==> config.mk <==
export PLATFORM = sky130hd
export DESIGN_NAME = fetch_redirect_unit
export DESIGN_NICKNAME = d
export VERILOG_FILES = /design/src/rtl/fru_pkg.sv /design/src/rtl/fru_fetch_select.sv /design/src/rtl/fru_resolve.sv /design/src/rtl/fru_pc_reg.sv /design/src/rtl/fetch_redirect_unit.sv
export SDC_FILE = /design/constraint.sdc
export NUM_CORES = 1
export LEC_CHECK = 0
export CORE_ASPECT_RATIO = 1.25
export CORE_UTILIZATION = 35
export DETAILED_ROUTE_END_ITERATION = 10
export PLACE_DENSITY_LB_ADDON = 0.3
export SYNTH_ARGS = -nofsm -noshare
export SYNTH_HDL_FRONTEND = slang
export SYNTH_SLANG_ARGS = --single-unit
==> constraint.sdc <==
create_clock -name clk -period 2.7 [get_ports clk]
set_clock_uncertainty 0.15 [all_clocks]
set_input_delay 0.405 -clock clk [delete_from_list [all_inputs] [get_ports clk]]
set_output_delay 0.405 -clock clk [all_outputs]
set_load 0.005 [all_outputs]
==> src/rtl/fru_pkg.sv <==
package fru_pkg;
   // Source of the address loaded into the PC register
   typedef enum logic [1:0] {
      SRC_SEQ  = 2'd0,
      SRC_PRED = 2'd1,
      SRC_FIX  = 2'd2
   } next_src_e;
endpackage

==> src/rtl/fru_fetch_select.sv <==
module fru_fetch_select #(
   parameter int XLEN        = 32,
   parameter int INSTR_BYTES = 4
) (
   input  logic [XLEN-1:0] pc_i,
   input  logic            dir_i,
   input  logic            hit_i,
   input  logic            is_jump_i,
   input  logic [XLEN-1:0] target_i,
   output logic            taken_o,
   output logic [XLEN-1:0] seq_pc_o,
   output logic [XLEN-1:0] pred_pc_o
);
   localparam logic [XLEN-1:0] STEP = XLEN'(INSTR_BYTES);

   logic want_taken;

   // Counter direction OR entry is-jump; only meaningful with a tag hit
   assign want_taken = dir_i | is_jump_i;
   assign taken_o    = want_taken & hit_i;
   assign seq_pc_o   = pc_i + STEP;
   assign pred_pc_o  = taken_o ? target_i : seq_pc_o;
endmodule

==> src/rtl/fru_resolve.sv <==
module fru_resolve #(
   parameter int XLEN        = 32,
   parameter int INSTR_BYTES = 4,
   parameter bit CMP_TARGET  = 1'b1
) (
   input  logic            valid_i,
   input  logic            is_branch_i,
   input  logic            is_jump_i,
   input  logic [XLEN-1:0] pc_i,
   input  logic            pred_taken_i,
   input  logic [XLEN-1:0] pred_target_i,
   input  logic            taken_i,
   input  logic [XLEN-1:0] target_i,
   output logic            mispredict_o,
   output logic [XLEN-1:0] fix_pc_o,
   output logic            upd_bht_o,
   output logic            upd_btb_o
);
   localparam logic [XLEN-1:0] STEP = XLEN'(INSTR_BYTES);

   logic checked;
   logic dir_bad;
   logic tgt_bad;

   assign checked = valid_i & (is_branch_i | is_jump_i);
   assign dir_bad = pred_taken_i ^ taken_i;

   generate
      if (CMP_TARGET) begin : g_cmp_target
         assign tgt_bad = taken_i & pred_taken_i & (pred_target_i != target_i);
      end else begin : g_dir_only
         assign tgt_bad = 1'b0;
      end
   endgenerate

   assign mispredict_o = checked & (dir_bad | tgt_bad);
   assign fix_pc_o     = taken_i ? target_i : (pc_i + STEP);
   assign upd_bht_o    = mispredict_o & is_branch_i;
   assign upd_btb_o    = mispredict_o & taken_i;

   always_comb begin
      if (!checked) begin
         assert_unchecked_quiet_R5 : assert (!mispredict_o && !upd_bht_o && !upd_btb_o);
      end
   end
endmodule

==> src/rtl/fru_pc_reg.sv <==
module fru_pc_reg #(
   parameter int              XLEN      = 32,
   parameter logic [XLEN-1:0] BOOT_ADDR = '0
) (
   input  logic            clk,
   input  logic            rst_n,
   input  logic [XLEN-1:0] d_i,
   output logic [XLEN-1:0] q_o
);
   always_ff @(posedge clk or negedge rst_n) begin
      if (!rst_n) q_o <= BOOT_ADDR;
      else        q_o <= d_i;
   end
endmodule

==> src/rtl/fetch_redirect_unit.sv <==
module fetch_redirect_unit #(
   parameter int              XLEN        = 32,
   parameter int              INSTR_BYTES = 4,
   parameter bit              CMP_TARGET  = 1'b1,
   parameter logic [XLEN-1:0] BOOT_ADDR   = XLEN'(32'h0000_1000)
) (
   input  logic            clk,
   input  logic            rst_n,
   input  logic            pred_dir_i,
   input  logic            btb_hit_i,
   input  logic            btb_is_jump_i,
   input  logic [XLEN-1:0] btb_target_i,
   output logic [XLEN-1:0] fetch_pc_o,
   output logic [XLEN-1:0] next_pc_o,
   output logic            fetch_pred_taken_o,
   output logic [XLEN-1:0] fetch_pred_target_o,
   input  logic            ex_valid_i,
   input  logic            ex_is_branch_i,
   input  logic            ex_is_jump_i,
   input  logic [XLEN-1:0] ex_pc_i,
   input  logic            ex_pred_taken_i,
   input  logic [XLEN-1:0] ex_pred_target_i,
   input  logic            ex_taken_i,
   input  logic [XLEN-1:0] ex_target_i,
   output logic            flush_ifid_o,
   output logic            flush_idex_o,
   output logic            upd_bht_o,
   output logic            upd_btb_o
);
   import fru_pkg::*;

   localparam int ALIGN_MASK = INSTR_BYTES - 1;

   generate
      if (XLEN < 8 || XLEN > 64) begin : g_bad_xlen
         $error("fetch_redirect_unit: XLEN out of range");
      end
      if (INSTR_BYTES < 1 || (INSTR_BYTES & ALIGN_MASK) != 0) begin : g_bad_step
         $error("fetch_redirect_unit: INSTR_BYTES must be a power of two");
      end
      if ((int'(BOOT_ADDR) & ALIGN_MASK) != 0) begin : g_bad_boot
         $error("fetch_redirect_unit: BOOT_ADDR not aligned");
      end
   endgenerate

   logic            pred_taken;
   logic [XLEN-1:0] seq_pc;
   logic [XLEN-1:0] pred_pc;
   logic            mispredict;
   logic [XLEN-1:0] fix_pc;
   logic            upd_bht;
   logic            upd_btb;
   next_src_e       src;
   logic [XLEN-1:0] pc_d;

   fru_fetch_select #(.XLEN(XLEN), .INSTR_BYTES(INSTR_BYTES)) u_select (
      .pc_i      (fetch_pc_o),
      .dir_i     (pred_dir_i),
      .hit_i     (btb_hit_i),
      .is_jump_i (btb_is_jump_i),
      .target_i  (btb_target_i),
      .taken_o   (pred_taken),
      .seq_pc_o  (seq_pc),
      .pred_pc_o (pred_pc)
   );

   fru_resolve #(.XLEN(XLEN), .INSTR_BYTES(INSTR_BYTES), .CMP_TARGET(CMP_TARGET)) u_resolve (
      .valid_i       (ex_valid_i),
      .is_branch_i   (ex_is_branch_i),
      .is_jump_i     (ex_is_jump_i),
      .pc_i          (ex_pc_i),
      .pred_taken_i  (ex_pred_taken_i),
      .pred_target_i (ex_pred_target_i),
      .taken_i       (ex_taken_i),
      .target_i      (ex_target_i),
      .mispredict_o  (mispredict),
      .fix_pc_o      (fix_pc),
      .upd_bht_o     (upd_bht),
      .upd_btb_o     (upd_btb)
   );

   // Execute redirect wins over the fetch-side prediction
   always_comb begin
      if (mispredict)      src = SRC_FIX;
      else if (pred_taken) src = SRC_PRED;
      else                 src = SRC_SEQ;
   end

   always_comb begin
      unique case (src)
         SRC_FIX:  pc_d = fix_pc;
         SRC_PRED: pc_d = pred_pc;
         SRC_SEQ:  pc_d = seq_pc;
         default:  pc_d = seq_pc;
      endcase
   end

   fru_pc_reg #(.XLEN(XLEN), .BOOT_ADDR(BOOT_ADDR)) u_pc (
      .clk   (clk),
      .rst_n (rst_n),
      .d_i   (pc_d),
      .q_o   (fetch_pc_o)
   );

   assign next_pc_o           = pc_d;
   assign fetch_pred_taken_o  = pred_taken;
   assign fetch_pred_target_o = btb_target_i;
   assign flush_ifid_o        = rst_n & mispredict;
   assign flush_idex_o        = rst_n & mispredict;
   assign upd_bht_o           = rst_n & upd_bht;
   assign upd_btb_o           = rst_n & upd_btb;

   always_comb begin
      if (!rst_n) begin
         assert_reset_quiet_R1 : assert (!flush_ifid_o && !flush_idex_o);
      end
   end

   assert_redirect_R8 : assert property (@(posedge clk) disable iff (!rst_n)
      mispredict |=> fetch_pc_o == $past(fix_pc));

   assert_follow_pred_R3 : assert property (@(posedge clk) disable iff (!rst_n)
      (!mispredict && fetch_pred_taken_o) |=> fetch_pc_o == $past(btb_target_i));

   assert_sequential_R4 : assert property (@(posedge clk) disable iff (!rst_n)
      (!mispredict && !fetch_pred_taken_o) |=>
         fetch_pc_o == $past(fetch_pc_o) + XLEN'(INSTR_BYTES));

   assert_flush_pair_R6 : assert property (@(posedge clk) disable iff (!rst_n)
      (ex_valid_i && (ex_is_branch_i || ex_is_jump_i) && (ex_pred_taken_i != ex_taken_i))
         |-> (flush_ifid_o && flush_idex_o));

   assert_no_check_R5 : assert property (@(posedge clk) disable iff (!rst_n)
      !(ex_valid_i && (ex_is_branch_i || ex_is_jump_i)) |-> !flush_ifid_o && !upd_btb_o);
endmodule

* Word-level counts from Yosys, hierarchy flattened
Cells that the tools add are included.
** Word-level totals
- Bits in registers :: 32
- Input port bits :: 138
- Output and inout bits :: 101
- Logic and storage cells :: 25
** Operators by class
- Add/sub/neg operators :: 2
- Equal/unequal tests :: 3
- Mux-type cells :: 5
- Bitwise gates (word level) :: 14
** Operator list (number)
- $add A32 B3 Y32 const B :: 2
- $mux W32 :: 2
- $pmux W32 S2 :: 1
- $ne A32 B32 Y1 :: 1
- $and A1 B1 Y1 :: 10
- $or A1 B1 Y1 :: 3
- $eq A2 B1 Y1 const B :: 1
- $eq A2 B2 Y1 const B :: 1
- $mux W2 :: 1
- $mux W1 :: 1
- $xor A1 B1 Y1 :: 1

* Depth between registers and ports, before layout
- Word-level depth :: 7
- Depth in mapped cells :: 8

* Modules after synthesis
From an unflattened synthesis, not the netlist that was laid out.
** Unflattened totals
- Cell total of the unflattened synthesis :: 565
- Area, all modules :: 4250.3 um^2
** By module, submodules not included
- fru_resolve :: instances 1, cells each 194, area each 1281.2 um^2, seq. area each 0.0 um^2
- fru_fetch_select :: instances 1, cells each 196, area each 1193.6 um^2, seq. area each 0.0 um^2
- fetch_redirect_unit :: instances 1, cells each 143, area each 973.4 um^2, seq. area each 0.0 um^2
- fru_pc_reg :: instances 1, cells each 32, area each 802.0 um^2, seq. area each 802.0 um^2

* Worst setup path before layout
OpenSTA, ideal clock, no wires.
- Path kind :: in2out
- From :: input port ex_target_i[12]
- To :: output port flush_ifid_o
- Arrival time :: 1879 ps
- Path slack :: 266 ps
- Stages :: 8
- Path through :: xor2_1 > nor4_1 > nand4_1 > nor4_2 > a21oi_2 > buf_2 > and2_1 > buf_4
** Between the ends
- Cells in the longest elaborated chain, start to end :: 5
** RTL lines
- start, declared :: line fetch_redirect_unit.sv:24 : input logic [XLEN-1:0] ex_target_i,
- $ne A32 B32 Y1 :: line fru_resolve.sv:30 : assign tgt_bad = taken_i & pred_taken_i & (pred_target_i != target_i);
- $and A1 B1 Y1 :: line fru_resolve.sv:30
- $or A1 B1 Y1 :: line fru_resolve.sv:36 : assign mispredict_o = checked & (dir_bad | tgt_bad);
- $and A1 B1 Y1 :: line fru_resolve.sv:36
- $and A1 B1 Y1
- end, declared :: line fetch_redirect_unit.sv:25 : output logic flush_ifid_o,
Every way passes these cells.

* Worst setup path after layout
- From :: input port ex_pred_target_i[14]
- To :: output port next_pc_o[13]
** Between the ends
- Cells in the longest elaborated chain, start to end :: 7
- Elaborated cells on any way between the ends :: 8
- Those cells by class :: 3 x eq/ne; 2 x mux; 3 x bitwise
** RTL lines
- start, declared :: line fetch_redirect_unit.sv:22 : input logic [XLEN-1:0] ex_pred_target_i,
- $ne A32 B32 Y1 * :: line fru_resolve.sv:30
- $and A1 B1 Y1 * :: line fru_resolve.sv:30
- $or A1 B1 Y1 * :: line fru_resolve.sv:36
- $and A1 B1 Y1 * :: line fru_resolve.sv:36
- $mux W2 * :: line fetch_redirect_unit.sv:84 : if (mispredict) src = SRC_FIX;
- $eq A2 B1 Y1 or $eq A2 B2 Y1 (tied branches) :: line fetch_redirect_unit.sv:90 : unique case (src)
- $pmux W32 S2 * :: line fetch_redirect_unit.sv:90
- end, declared :: line fetch_redirect_unit.sv:14 : output logic [XLEN-1:0] next_pc_o,
Mark *: on every way between the ends. The rest lies on a longest branch, timed or not.

==> summary.txt <==
Yosys
  – Distinct cell type count after synthesis: 37
  – Synthesized cell area: 3680 sq um
  – Avg Inst Size Synth: 8.25 sq um
  – Count of yosys warnings during synthesis: 0
  – Synth Flop Type: sky130_fd_sc_hd__dfrtp_1
  – Yosys reg bits: 32
  – Number of flops mapped to enable cells by yosys: 0
  – Seq/Total Area, Yosys: 0.218
  – Syn_nets: 587
  – Cell count after synthesis: 446
  – FFs w/ async S/R, synth: 1.00

Place
  – RD Place Congestion: 0.933
  – Cell count after placement: 873
  – DP HPWL: 12800 microns
  – Placed inst area: 6760 sq um
  – Count of input and output buffers: 238
  – Place WS: -920 ps

STA
  – Fraction of the cycle the final worst path needs: 1.12
  – Setup tns final: -7030 ps
  – Number of failing hold endpoints at the final stage: 0
  – Setup repair after global routing missed its margin: true
  – Slew Limit Fails: 0
  – Headroom to the max-slew limit: 0.600
  – Final setup violation count: 36
  – Setup slack of the critical path after layout: -333 ps
  – Transition time of the tightest slew-check pin: 599 ps
  – Clock period minus final worst setup slack: 3030 ps
  – Fmax: 330 MHz

Worst setup path
  – Arrival time at the worst endpoint: 2480 ps
  – Cell repeated most along the worst path: sky130_fd_sc_hd__buf_6
  – Category of the worst setup path capture point: primary output
  – Endpoint of the most critical register-to-register path: u_pc.q_o[14]
  – Critical-path cell list: clkdlybuf4s50_1 > xnor2_2 > nand4_1 > nor4_4 > a21oi_4 > buf_6 > buf_16 > buf_8 > mux2_4 > buf_6
  – Largest stage delay on the critical path: 500 ps
  – Worst path bufs/invs: 5
  – Largest fanout of any net on the critical path: 5
  – Type of the worst setup path: in2out
  – CP max-delay cell: sky130_fd_sc_hd__clkdlybuf4s50_1
  – Worst EP required: 2140 ps
  – Top Family by Delay on Critical Path: buffers and inverters
  – Path depth of the worst reg2reg path: 10
  – Count of cell instances traversed by the critical path: 10
  – R2R Setup Slk: 380 ps
  – Critical Path Source Type: input pin
  – Critical register-to-register path startpoint: u_pc.q_o[2]

GRT
  – Routing layer with the top usage in global route: met2
  – Aggregate global-route resource usage: 0.295
  – Met1 track utilization from global routing: 0.333
  – Global-route wire length before repair: 24600 microns
  – Vias in the first global route: 4835
  – Global route total overflow: 0
  – Initial antenna violation count: 1
  – Global-route met2 utilization: 0.560
  – Met3 global-route usage: 0.0234
  – Maximum number of pins on one net before global-route repair: 57

Pwr
  – Share of total power consumed by net switching: 0.326
  – Power dissipated by switching net loads: 939 uW
  – Internal Power: 1.94 mW
  – Sequential share of power: 0.226
  – Clock share of power: 0.203
  – Static leakage power: 3.24 nW
  – Portion of total power attributed to combinational logic: 0.571
  – Pwr Density: 390 nW/um^2
  – Worst-case vdd ir drop: 0.257 mV

Clock network
  – Clock edge transition at the registers on the reported setup and hold paths: 50 ps
  – Insertion delay to the later sink of the worst-skew pair: 270 ps
  – TritonCTS clock tree: yes
  – Clock root buffer master: sky130_fd_sc_hd__clkbuf_16
  – Clock buffers created by TritonCTS: 5
  – Bufs on Longest Clock Path: 2
  – CTS H-tree depth: 2
  – Sinks on the clock net: 32

Floorplan
  – Overall die area: 10900 sq um
  – X dimension of the die: 93.7 microns
  – Std-Cell Rows: 41
  – Placeable core area: 10200 sq um
  – Number of I/O pins: 239
  – Starting density of the core: 0.362
  – Die Height: 117 microns

Cells and area
  – Count of nets after finishing: 922
  – Final core occ: 0.726
  – Area occupied by registers: 802 sq um
  – Register with the highest flop count: u_pc.q_o
  – Filler cells: 755
  – Area growth, synth to finish: 100%
  – Finished Layout Cells: 911
  – Registers with the most flip-flops: u_pc.q_o x32
  – Design Area, Final: 7370 sq um
  – Total area of multi-input combinational cells: 2840 sq um
  – Flip-flop count of the largest register, all copies and words added: 32
  – Share of cells above drive strength 1: 0.375

Route
  – Post-detailed-route DRC marker count: 0
  – Count of nets left with antenna violations after detail routing: 0
  – Final wirelength: 16300 microns
  – Vias: 4532
  – Detailed-route wire length per cell: 17.9 microns
  – Post-DR vias/cell: 4.97
  – Initial DRC Count: 197
  – Count of TritonRoute iterations in the first routing pass: 4

Outcome
  – Violations in the final reports: negative setup slack
  – Result of the run: finished with violations

Flow run
  – Max-cap violation count: 0

Min path
  – Tightest Hold Check Type: in2async
[cell usage after synthesis, types with 4 or more instances]
cell type,n,area share
sky130_fd_sc_hd__mux2_4,12,0.049
sky130_fd_sc_hd__xnor2_1,46,0.11
sky130_fd_sc_hd__clkbuf_1,11,0.011
sky130_fd_sc_hd__nor4_1,9,0.015
sky130_fd_sc_hd__o21ai_1,4,0.0054
sky130_fd_sc_hd__nor3_1,12,0.016
sky130_fd_sc_hd__xor2_1,42,0.10
sky130_fd_sc_hd__dfrtp_1,31,0.21
sky130_fd_sc_hd__mux2i_1,32,0.087
sky130_fd_sc_hd__o21ai_0,18,0.024
sky130_fd_sc_hd__inv_1,10,0.010
sky130_fd_sc_hd__nor2_1,35,0.036
sky130_fd_sc_hd__buf_4,34,0.069
sky130_fd_sc_hd__and4_1,5,0.012
sky130_fd_sc_hd__a21oi_1,26,0.035
sky130_fd_sc_hd__and3_1,13,0.022
sky130_fd_sc_hd__nand3_1,17,0.023
sky130_fd_sc_hd__nand2_1,36,0.037
sky130_fd_sc_hd__nand4_1,19,0.032
sky130_fd_sc_hd__mux2_2,5,0.015
[metal layers]
metal  vias to the layer above  wire (microns)  part of all wire
met5                         -               0                 0
met4                         0             712             0.044
met3                        42             746             0.046
met2                       174            8730              0.54
met1                      2134            6080              0.37
li1                       2182               -                 -
[power groups by stage]
stage / clock network (mW) / registers [mW] / logic (mW)
finish: 0.583 / 0.650 / 1.64
CTS: 0.584 / 0.646 / 1.61
global placement: 0 / 0.649 / 1.51
detailed placement: 0 / 0.655 / 1.54
global route: 0.619 / 0.664 / 1.74
floorplan: 0 / 0.690 / 0.496
[layout make-up]
type                       count  share of cell area
sequential                    32               0.109
clock buffer                   7              0.0207
antenna                        1            0.000340
inverter                      10             0.00509
timing repair buffer         380               0.458
multi-input combinational    352               0.385
tap                          129              0.0219
[worst register-to-register path: stages, from the launching register on]
cell and delay (ps):
sky130_fd_sc_hd__dfrtp_1 390, sky130_fd_sc_hd__ha_1 230, sky130_fd_sc_hd__and3_2 260, sky130_fd_sc_hd__nor2b_2 180, sky130_fd_sc_hd__and3_1 200, sky130_fd_sc_hd__xor2_1 140
sky130_fd_sc_hd__mux2i_1 170, sky130_fd_sc_hd__mux2i_1 110, sky130_fd_sc_hd__buf_4 140, sky130_fd_sc_hd__buf_4 120, sky130_fd_sc_hd__buf_4 120
[placed cells by master (no fill, tap or decap), drive strengths merged]
cell,n
xor2,42
o221ai,1
and4,5
ha,3
nor3b,2
dfrtp,31
nand2,37
mux2i,32
nor2,35
nor2b,1
dfstp,1
inv,10
buf,189
dlygate4sd3,1
diode,1
and3,13
nor3,13
nor4b,1
a21oi,27
xnor2,46
nand3,17
dlygate4sd2,20
mux2,17
clkbuf,19
and2,3
or3,2
o21ai,22
clkdlybuf4s15,11
nand4,21
dlymetal6s2s,4
clkdlybuf4s50,143
nor4,12
[cell families after synthesis]
kind of cell    count (synthesis)  share of synthesized area
compound gates                 50                     0.0700
xor+xnor                       88                      0.209
fa+ha+maj                       3                     0.0102
buf+inv                        62                      0.105
flops                          32                      0.218
mux                            49                      0.151
simple gates                  162                      0.236
[metrics by stage]
stage | hold slack, ps | total power, mW
after global routing | 417 | 3.03
after detailed placement | 128 | 2.20
final | 396 | 2.88
after global placement | 122 | 2.16
after floorplan | -40.6 | 1.19
after CTS | 384 | 2.84
[timing repair]
item	in CTS	in global routing
pin swaps	23	18
setup buffers	25	8
hold buffers	1	0
gates cloned	3	0
hold endpoints to repair	5	0
gates resized for setup	317	63
endpoints found under the setup margin	36	40
[how the worst max path moves through the flow]
stage,start,to,slack (ps)
finish,ex_pred_target_i[14],next_pc_o[13],-330
global route,ex_target_i[23],next_pc_o[13],-410
CTS,ex_target_i[27],next_pc_o[13],-450
detailed placement,ex_target_i[23],next_pc_o[19],-920
global placement,ex_target_i[23],next_pc_o[19],-870
floorplan,ex_target_i[12],flush_ifid_o,270
(Power assumes the default switching activity.)
